--- src/rtl/tdm_sel_pkg.sv ---
// Package: shared mode encoding and per-slot flag type for the
// TDM transmit channel selector. No assumptions beyond 2-bit modes.
package tdm_sel_pkg;

    typedef enum logic [1:0] {
        SEL_ALL     = 2'b00,   // every slot enabled and unmasked
        SEL_TX_EN   = 2'b01,   // transmit bit enables and unmasks
        SEL_TX_MASK = 2'b10,   // all enabled, transmit bit unmasks
        SEL_SYM     = 2'b11    // receive bit enables, both bits unmask
    } sel_mode_e;

    typedef struct packed {
        logic en;
        logic unmask;
    } slot_flags_t;

endpackage

--- src/rtl/tdm_slot_counter.sv ---
// Slot counter: tracks the current slot number and the active 16-slot
// partition. Assumes frame_sync and slot_strobe are single-cycle pulses
// and that frame_len_m1 is held steady during a frame.
module tdm_slot_counter #(
    parameter int MAX_CH  = 128,
    parameter int PART_CH = 16,
    localparam int CH_W   = $clog2(MAX_CH),
    localparam int PB     = $clog2(PART_CH)
) (
    input  logic            clk,
    input  logic            rst_n,
    input  logic            frame_sync,
    input  logic            slot_strobe,
    input  logic [CH_W-1:0] frame_len_m1,
    output logic            run_q,
    output logic [CH_W-1:0] chan_q,
    output logic            part_q,
    output logic [CH_W-1:0] nxt_chan,
    output logic            nxt_part,
    output logic            boundary
);

    logic [CH_W-1:0] inc;

    assign inc = chan_q + 1'b1;

    // Next slot number and partition at a boundary
    always_comb begin
        nxt_chan = chan_q;
        nxt_part = part_q;
        boundary = 1'b0;
        if (frame_sync) begin
            nxt_chan = '0;
            nxt_part = 1'b0;
            boundary = 1'b1;
        end else if (slot_strobe && run_q) begin
            boundary = 1'b1;
            if (chan_q == frame_len_m1 || chan_q == CH_W'(MAX_CH - 1)) begin
                nxt_chan = '0;
                nxt_part = 1'b0;
            end else begin
                nxt_chan = inc;
                if (inc[PB-1:0] == '0) begin
                    nxt_part = ~part_q;
                end
            end
        end
    end

    // Count state: running flag, slot number, partition
    always_ff @(posedge clk) begin
        if (!rst_n) begin
            run_q  <= 1'b0;
            chan_q <= '0;
            part_q <= 1'b0;
        end else begin
            if (frame_sync) begin
                run_q <= 1'b1;
            end
            if (boundary) begin
                chan_q <= nxt_chan;
                part_q <= nxt_part;
            end
        end
    end

endmodule

--- src/rtl/tdm_chan_lookup.sv ---
// Bitmap lookup: picks the transmit and receive bits for a slot. In
// narrow range the bit comes from the active partition's 16-bit half;
// in wide range straight from the slot number. Assumes MAX_CH > 2*PART_CH.
module tdm_chan_lookup #(
    parameter int MAX_CH  = 128,
    parameter int PART_CH = 16,
    localparam int CH_W   = $clog2(MAX_CH),
    localparam int PB     = $clog2(PART_CH)
) (
    input  logic              wide_range,
    input  logic [CH_W-1:0]   chan,
    input  logic              part,
    input  logic [MAX_CH-1:0] tx_map,
    input  logic [MAX_CH-1:0] rx_map,
    output logic              tx_bit,
    output logic              rx_bit
);

    logic [CH_W-1:0] narrow_idx;
    logic [CH_W-1:0] idx;

    // Index selection per range setting
    always_comb begin
        narrow_idx = {{(CH_W-PB-1){1'b0}}, part, chan[PB-1:0]};
        idx        = wide_range ? chan : narrow_idx;
        tx_bit     = tx_map[idx];
        rx_bit     = rx_map[idx];
    end

endmodule

--- src/rtl/tdm_mode_decode.sv ---
// Mode decode: turns the selection mode and the slot's two map bits
// into enable and unmask flags. Purely combinational.
module tdm_mode_decode
    import tdm_sel_pkg::*;
(
    input  logic [1:0]  sel_mode,
    input  logic        tx_bit,
    input  logic        rx_bit,
    output slot_flags_t flags
);

    // Per-mode enable and mask rule
    always_comb begin
        unique case (sel_mode_e'(sel_mode))
            SEL_ALL:     flags = '{en: 1'b1,   unmask: 1'b1};
            SEL_TX_EN:   flags = '{en: tx_bit, unmask: tx_bit};
            SEL_TX_MASK: flags = '{en: 1'b1,   unmask: tx_bit};
            SEL_SYM:     flags = '{en: rx_bit, unmask: rx_bit & tx_bit};
            default:     flags = '{en: 1'b0,   unmask: 1'b0};
        endcase
    end

endmodule

--- src/rtl/tdm_tx_chan_sel.sv ---
// Top: TDM transmit channel selector. Counts slots from frame sync and
// registers enable, unmask and pin output-enable at each slot boundary,
// so all outputs change only with the first bit of a word. Config inputs
// are sampled at boundaries only.
module tdm_tx_chan_sel
    import tdm_sel_pkg::*;
#(
    parameter int MAX_CH  = 128,
    parameter int PART_CH = 16,
    localparam int CH_W   = $clog2(MAX_CH)
) (
    input  logic              clk,
    input  logic              rst_n,
    input  logic              frame_sync,
    input  logic              slot_strobe,
    input  logic [1:0]        sel_mode,
    input  logic              wide_range,
    input  logic [CH_W-1:0]   frame_len_m1,
    input  logic [MAX_CH-1:0] tx_map,
    input  logic [MAX_CH-1:0] rx_map,
    output logic [CH_W-1:0]   chan_idx,
    output logic              part_b,
    output logic              slot_enable,
    output logic              slot_unmask,
    output logic              pin_oe
);

    logic            run_q;
    logic [CH_W-1:0] nxt_chan;
    logic            nxt_part;
    logic            boundary;
    logic            tx_bit;
    logic            rx_bit;
    slot_flags_t     dec_flags;
    slot_flags_t     flags_q;
    logic            oe_q;

    tdm_slot_counter #(.MAX_CH(MAX_CH), .PART_CH(PART_CH)) u_cnt (
        .clk          (clk),
        .rst_n        (rst_n),
        .frame_sync   (frame_sync),
        .slot_strobe  (slot_strobe),
        .frame_len_m1 (frame_len_m1),
        .run_q        (run_q),
        .chan_q       (chan_idx),
        .part_q       (part_b),
        .nxt_chan     (nxt_chan),
        .nxt_part     (nxt_part),
        .boundary     (boundary)
    );

    tdm_chan_lookup #(.MAX_CH(MAX_CH), .PART_CH(PART_CH)) u_lkp (
        .wide_range (wide_range),
        .chan       (nxt_chan),
        .part       (nxt_part),
        .tx_map     (tx_map),
        .rx_map     (rx_map),
        .tx_bit     (tx_bit),
        .rx_bit     (rx_bit)
    );

    tdm_mode_decode u_dec (
        .sel_mode (sel_mode),
        .tx_bit   (tx_bit),
        .rx_bit   (rx_bit),
        .flags    (dec_flags)
    );

    // Slot flags and pin enable, updated only at slot boundaries
    always_ff @(posedge clk) begin
        if (!rst_n) begin
            flags_q <= '{en: 1'b0, unmask: 1'b0};
            oe_q    <= 1'b0;
        end else if (boundary) begin
            flags_q <= dec_flags;
            oe_q    <= dec_flags.en & dec_flags.unmask;
        end
    end

    assign slot_enable = flags_q.en;
    assign slot_unmask = flags_q.unmask;
    assign pin_oe      = oe_q;

endmodule

--- config.mk ---
export PLATFORM = sky130hd
export DESIGN_NAME = tdm_tx_chan_sel
export DESIGN_NICKNAME = d
export VERILOG_FILES = /design/src/rtl/tdm_sel_pkg.sv /design/src/rtl/tdm_slot_counter.sv /design/src/rtl/tdm_chan_lookup.sv /design/src/rtl/tdm_mode_decode.sv /design/src/rtl/tdm_tx_chan_sel.sv
export SDC_FILE = /design/constraint.sdc
export NUM_CORES = 1
export LEC_CHECK = 0
export ABC_CLOCK_PERIOD_IN_PS = 3250
export CORE_MARGIN = 2
export CORE_UTILIZATION = 25
export DETAILED_ROUTE_END_ITERATION = 10
export GPL_TIMING_DRIVEN = 0
export PLACE_DENSITY = 0.69
export SLEW_MARGIN = 10
export SYNTH_ARGS = -nofsm -noshare
export SYNTH_HDL_FRONTEND = slang
export SYNTH_SLANG_ARGS = --single-unit
--- constraint.sdc ---
create_clock -name clk -period 3.25 [get_ports clk]
set_clock_uncertainty 0.1 [all_clocks]
set_input_delay 0.65 -clock clk [delete_from_list [all_inputs] [get_ports clk]]
set_output_delay 0.65 -clock clk [all_outputs]
set_load 0.02 [all_outputs]
== Word level (Yosys, flattened, before mapping) ==
Index checks and enable logic that the tools add are counted.
Word-level totals
  logic and storage cells: 35
  output and inout bits: 11
  bits of input ports: 270
  register bits: 12
Operators by class
  reductions and logical operators: 4
  magnitude comparators: 1
  eq/ne operators: 5
  multiplexer cells: 15
  add/subtract/negate cells: 1
  bitwise operators: 3
Operator list (number)
  $mux 7: 4
  $bmux 1 s7: 2
  $lt 7x8->1 const B: 1
  $mux 1: 8
  $pmux 2 s4: 1
  $add 7x1->7 const B: 1
  $eq 7x7->1: 1
  $eq 7x7->1 const B: 1
  $eq 2x2->1 const B: 2
  $logic_not 4->1: 1
  $and 1x1->1: 2
  $eq 2x1->1 const B: 1
  $logic_not 2->1: 1
  $logic_and 1x1->1: 1
  $logic_or 1x1->1: 1
  $not 1->1: 1

== Depth between registers and ports, before layout ==
  depth after elaboration: 12
  depth in mapped cells: 15
  depth with buffers taken out: 12

== Modules after synthesis ==
Synthesis repeated with hierarchy kept, for this count alone.
Unflattened totals
  cells, all modules: 256
  area total of the unflattened synthesis: 2942.8 µm²
Modules (own cells, without submodules)
  tdm_chan_lookup: seq. area each 0.0 µm², cells each 176, times used 1, area each 2217.1 µm²
  tdm_slot_counter: seq. area each 180.2 µm², cells each 65, times used 1, area each 576.8 µm²
  tdm_tx_chan_sel: seq. area each 60.1 µm², cells each 10, times used 1, area each 110.1 µm²
  tdm_mode_decode: seq. area each 0.0 µm², cells each 5, times used 1, area each 38.8 µm²

== Least setup slack after synthesis ==
OpenSTA, ideal clock, no wires.
  path type: register to register
  start: register u_cnt.chan_q[1]
  end: register oe_q (netlist: pin_oe)
  stages on the path, launching flop included: 16
  library setup time: 0.133 ns
  period minus slack after synthesis: 3.284 ns
  buffers on the path: 3
  slack: -0.034 ns
  required time: 3.017 ns
  arrival time: 3.051 ns
  cell sequence: dfxtp_1 ha_1 nand3_1 o211a_1 a21boi_4 nor2_2 buf_2 buf_2 buf_2 nand3_1 a32oi_1 nand4_1 o211ai_1 nand4_1 o311ai_1 a21boi_1
On the way
  word-level cells in the longest chain between the ends: 12
  elaborated cells between the ends (all ways): 20
  those cells by class: add/sub (1); eq/ne (2); mux (13); bitwise (2); reduce/logical (2)
RTL lines
  start: declaration: line tdm_slot_counter.sv:16  | output logic [CH_W-1:0] chan_q,
  start signal: assignment: line tdm_slot_counter.sv:61  | chan_q <= nxt_chan;
  $add 7x1->7: line tdm_slot_counter.sv:25  | assign inc = chan_q + 1'b1;
  $logic_not 4->1: line tdm_slot_counter.sv:43  | if (inc[PB-1:0] == '0) begin
  $mux 1: line tdm_slot_counter.sv:43
  $mux 1: line tdm_slot_counter.sv:38  | if (chan_q == frame_len_m1 || chan_q == CH_W'(MAX_CH - 1)) begin
  $mux 1: line tdm_slot_counter.sv:36  | end else if (slot_strobe && run_q) begin
  $mux 1: line tdm_slot_counter.sv:32  | if (frame_sync) begin
  $mux 7 (*): line tdm_chan_lookup.sv:25  | idx = wide_range ? chan : narrow_idx;
  $bmux 1 s7, on equally long branches: line tdm_chan_lookup.sv:27, tdm_chan_lookup.sv:26
  $mux 1, on equally long branches: line tdm_chan_lookup.sv:27, tdm_chan_lookup.sv:26
  $and 1x1->1: line tdm_mode_decode.sv:18  | SEL_SYM: flags = '{en: rx_bit, unmask: rx_bit & tx_bit};
  $pmux 2 s4 (*): line tdm_mode_decode.sv:14  | unique case (sel_mode_e'(sel_mode))
  $and 1x1->1 (*): line tdm_tx_chan_sel.sv:76  | oe_q <= dec_flags.en & dec_flags.unmask;
  end signal: assignment: line tdm_tx_chan_sel.sv:76
  end: declaration: line tdm_tx_chan_sel.sv:36  | logic oe_q;
Mark *: on every way between the ends. The rest lies on a longest branch, timed or not. The select of a mux whose other input is x is not followed.
A chain may end at the register's enable or synchronous reset.

== Worst setup path after layout ==
  start: input frame_sync
  end: register flags_q (netlist bit slot_unmask)
On the way
  word-level cells in the longest chain between the ends: 6
  elaborated cells between the ends (all ways): 10
  those cells by class: mux (9); bitwise (1)
RTL lines
  start: declaration: line tdm_tx_chan_sel.sv:14  | input logic frame_sync,
  $mux 7 / $mux 1 (equally long branches): line tdm_slot_counter.sv:32
  $mux 7: line tdm_chan_lookup.sv:25
  $bmux 1 s7, on equally long branches: line tdm_chan_lookup.sv:27, tdm_chan_lookup.sv:26
  $mux 1, on equally long branches: line tdm_chan_lookup.sv:27, tdm_chan_lookup.sv:26
  $and 1x1->1: line tdm_mode_decode.sv:18
  $pmux 2 s4: line tdm_mode_decode.sv:14
  end signal: assignment: line tdm_tx_chan_sel.sv:72  | flags_q <= '{en: 1'b0, unmask: 1'b0};
  end signal: assignment: line tdm_tx_chan_sel.sv:75  | flags_q <= dec_flags;
  end: declaration: line tdm_tx_chan_sel.sv:35  | slot_flags_t flags_q;
Several ways; a longest one is shown, not always the timed one. The select of a mux whose other input is x is not followed.

==> out/metrics.csv <==
metric,value,unit
status,"finished, violations left",
failing checks,setup timing,
cts hold-fix bufs,0,
die height,127.3,um
number of max-cap violations,0,
worst setup margin,-0.2843,ns
min cycle time layout,3.534,ns
Post-Layout Cell Count,1100,
"Data arrival, critical path",3.61,ns
Cells after DPL,1042,
Synth top area share,9.486,%
DRC violation total after the first TritonRoute iteration,680,
CP Class,primary input to flop,
Worst R2R Start,u_cnt.chan_q[1],
Slew Limit Fails,0,
Worst-Margin Slew,0.7606,ns
synthesized area,3799,um2
drc violations,0,
Root Buffer,clkbuf_16,
Post-synth top cells,"96 x nand2_1, 49 x a21oi_1, 32 x a211oi_1",
CTS tree,yes,
Tcrit/Tclk final,108.7,%
cts bufs inserted,3,
standard-cell rows,45,
"Data required, critical path",3.32,ns
total track usage,30.36,%
WL per Instance,24.00,um
Worst Path Max Fanout,10,
ant diodes,0,
Sink Count,12,
crit start category,primary input,
PortBufs,279,
fin area,8173,um2
Routed WL,26400,um
Hold Crit Start,slot_unmask,
f_max,282.9,MHz
worst ir drop on vdd,0.0001651,V
Static Leak,3.076,nW
RSZ-0062 raised after global routing,true,
Mapped Nets,846,
CTS H-Tree Depth,1,
Yosys cell types,78,
largest net degree at the start of global routing,11,
most common cell in the synthesized netlist,nand2_1,
drt first pass iters,5,
"Area growth, synth to finish",115.2,%
Final nets,1185,
placed cell areas,6829,um2
Critical Path Start,frame_sync,
Synth Flop Type,dfxtp_1,
first-pass GRT wire length,37690,um
Post-synth EDFFs,0,
CORE AREA,15030,um2
initial core utilization,25.27,%
synth top area cells,"nand2_1 9.5%, mux2i_1 7.1%, a21oi_1 6.5%",
Die X,127.3,um
post-route ant nets,0,
slew margin rel.,49.07,%
DIE AREA,16200,um2
total power,0.001120,W
Clock Path Buffers,2,
Yosys warnings,0,
GR Overflow Total,0,
asr flop ratio synth,0,%
vias per std cell,5.980,
vias in the first global route,6430,
Setup-failing EPs final,3,
Min Hold Slack,0.3496,ns
Yosys reg bits,12,
"Clk pin slew, worst setup/hold paths",0.04,ns
cell count after synthesis,575,
post-route setup TNS,-0.7697,ns
initial antenna violation count,0,
fraction of layout cells with a size suffix above 1,22.81,%
via count,6578,
synthesized area per cell,6.606,um2
Placer Congestion,0.9024,
CP Capture Type,flop,
dpl hpwl,19350,um
Hold WC Path Type,flop to flop,
Pwr Density,137.0,nW/um2
num ports,281,
sequential share of the synthesized area,6.324,%
final hold violations,0,
cell type with the largest total area after synthesis,nand2_1,
clk_lat worst skew,0.24,ns
-- power by group --
part           switching [W]  leakage [nW]  internal, W
Combinational       0.000285          2.94     0.000458
Clock              0.0000603        0.0370     0.000160
Sequential        0.00000463         0.100     0.000152
-- final timing paths --
kind	to	slack (ns)	cells past startpoint
worst max register to register	slot_unmask	-0.26	15
worst min-delay path	slot_unmask	0.35	2
worst min register to register	slot_unmask	0.35	2
worst max-delay path	slot_unmask	-0.28	14
-- flip-flops by register name (all words and copies together) (netlist names) --
name,count
u_cnt.chan_q,7
pin_oe,1
slot_enable,1
slot_unmask,1
u_cnt.part_q,1
u_cnt.run_q,1
-- layer usage --
layer,vias to the layer above,track usage [%],share of wire [%],routed length (um)
li1,2945,-,-,-
met1,3091,38.16,38,10060
met2,467,52.63,48,12600
met3,75,6.407,10,2721
met4,0,8.080,3.8,1014
met5,-,0,0,0
-- area by class of cell --
type | instances | area, um2
plain buffers | 47 | 404.1
well taps | 188 | 235.2
repair buffers | 338 | 3311
fillers | 1399 | 6860
inverters | 7 | 26.28
multi-input cells | 505 | 3871
flip-flops and latches | 12 | 250.2
clock buffers | 3 | 75.07
-- critical path, cell delays in order --
cell      delay [ns]
buf_12          0.12
nand3b_1        0.19
buf_4           0.16
buf_4           0.12
a211oi_1        0.19
a21boi_1        0.35
o221a_2         0.44
o211ai_1        0.15
o32ai_2         0.19
and3b_1         0.25
a221o_1         0.32
nand4_1         0.19
o311ai_4        0.14
a21boi_1        0.15
-- kinds of logic after synthesis --
family,count (synthesis),share of synthesized area [%]
adder cells (fa/ha/maj),1,0.3293
multiplexers,33,8.893
buffers and inverters,58,6.752
flip-flops,12,6.324
AND/OR/NAND/NOR,223,28.95
XOR/XNOR,11,2.536
AO/OA/AOI/OAI,237,46.21
-- cell usage in the layout (no fill, tap or decap), drive strengths merged, types with 8 or more instances in the layout --
cell / instances
a211oi: 32
a21oi: 49
a221oi: 8
a22oi: 11
a32oi: 10
and2: 9
and3: 26
buf: 93
clkbuf: 24
clkdlybuf4s50: 271
dfxtp: 12
mux2i: 27
nand2: 97
nand3: 23
nand4: 9
nor2: 25
o211ai: 12
o21ai: 25
xnor2: 9
-- through the flow --
step | util [%] | setup slack (ns)
floorplan | - | 0.02056
global placement | 45.43 | -1.477
detailed placement | 45.43 | -1.436
CTS | 52.68 | -0.1547
global route | 54.37 | -0.4340
finish | 54.37 | -0.2843
-- what timing repair did --
item,4_1_cts,5_1_grt
endpoints found under the setup margin,3,3
gates resized for setup,191,41
pin swaps,49,31
cloned,0,1
hold endpoints to repair,0,0
buffers inserted,49,13
No activity file was read; power rests on OpenSTA's default activity.
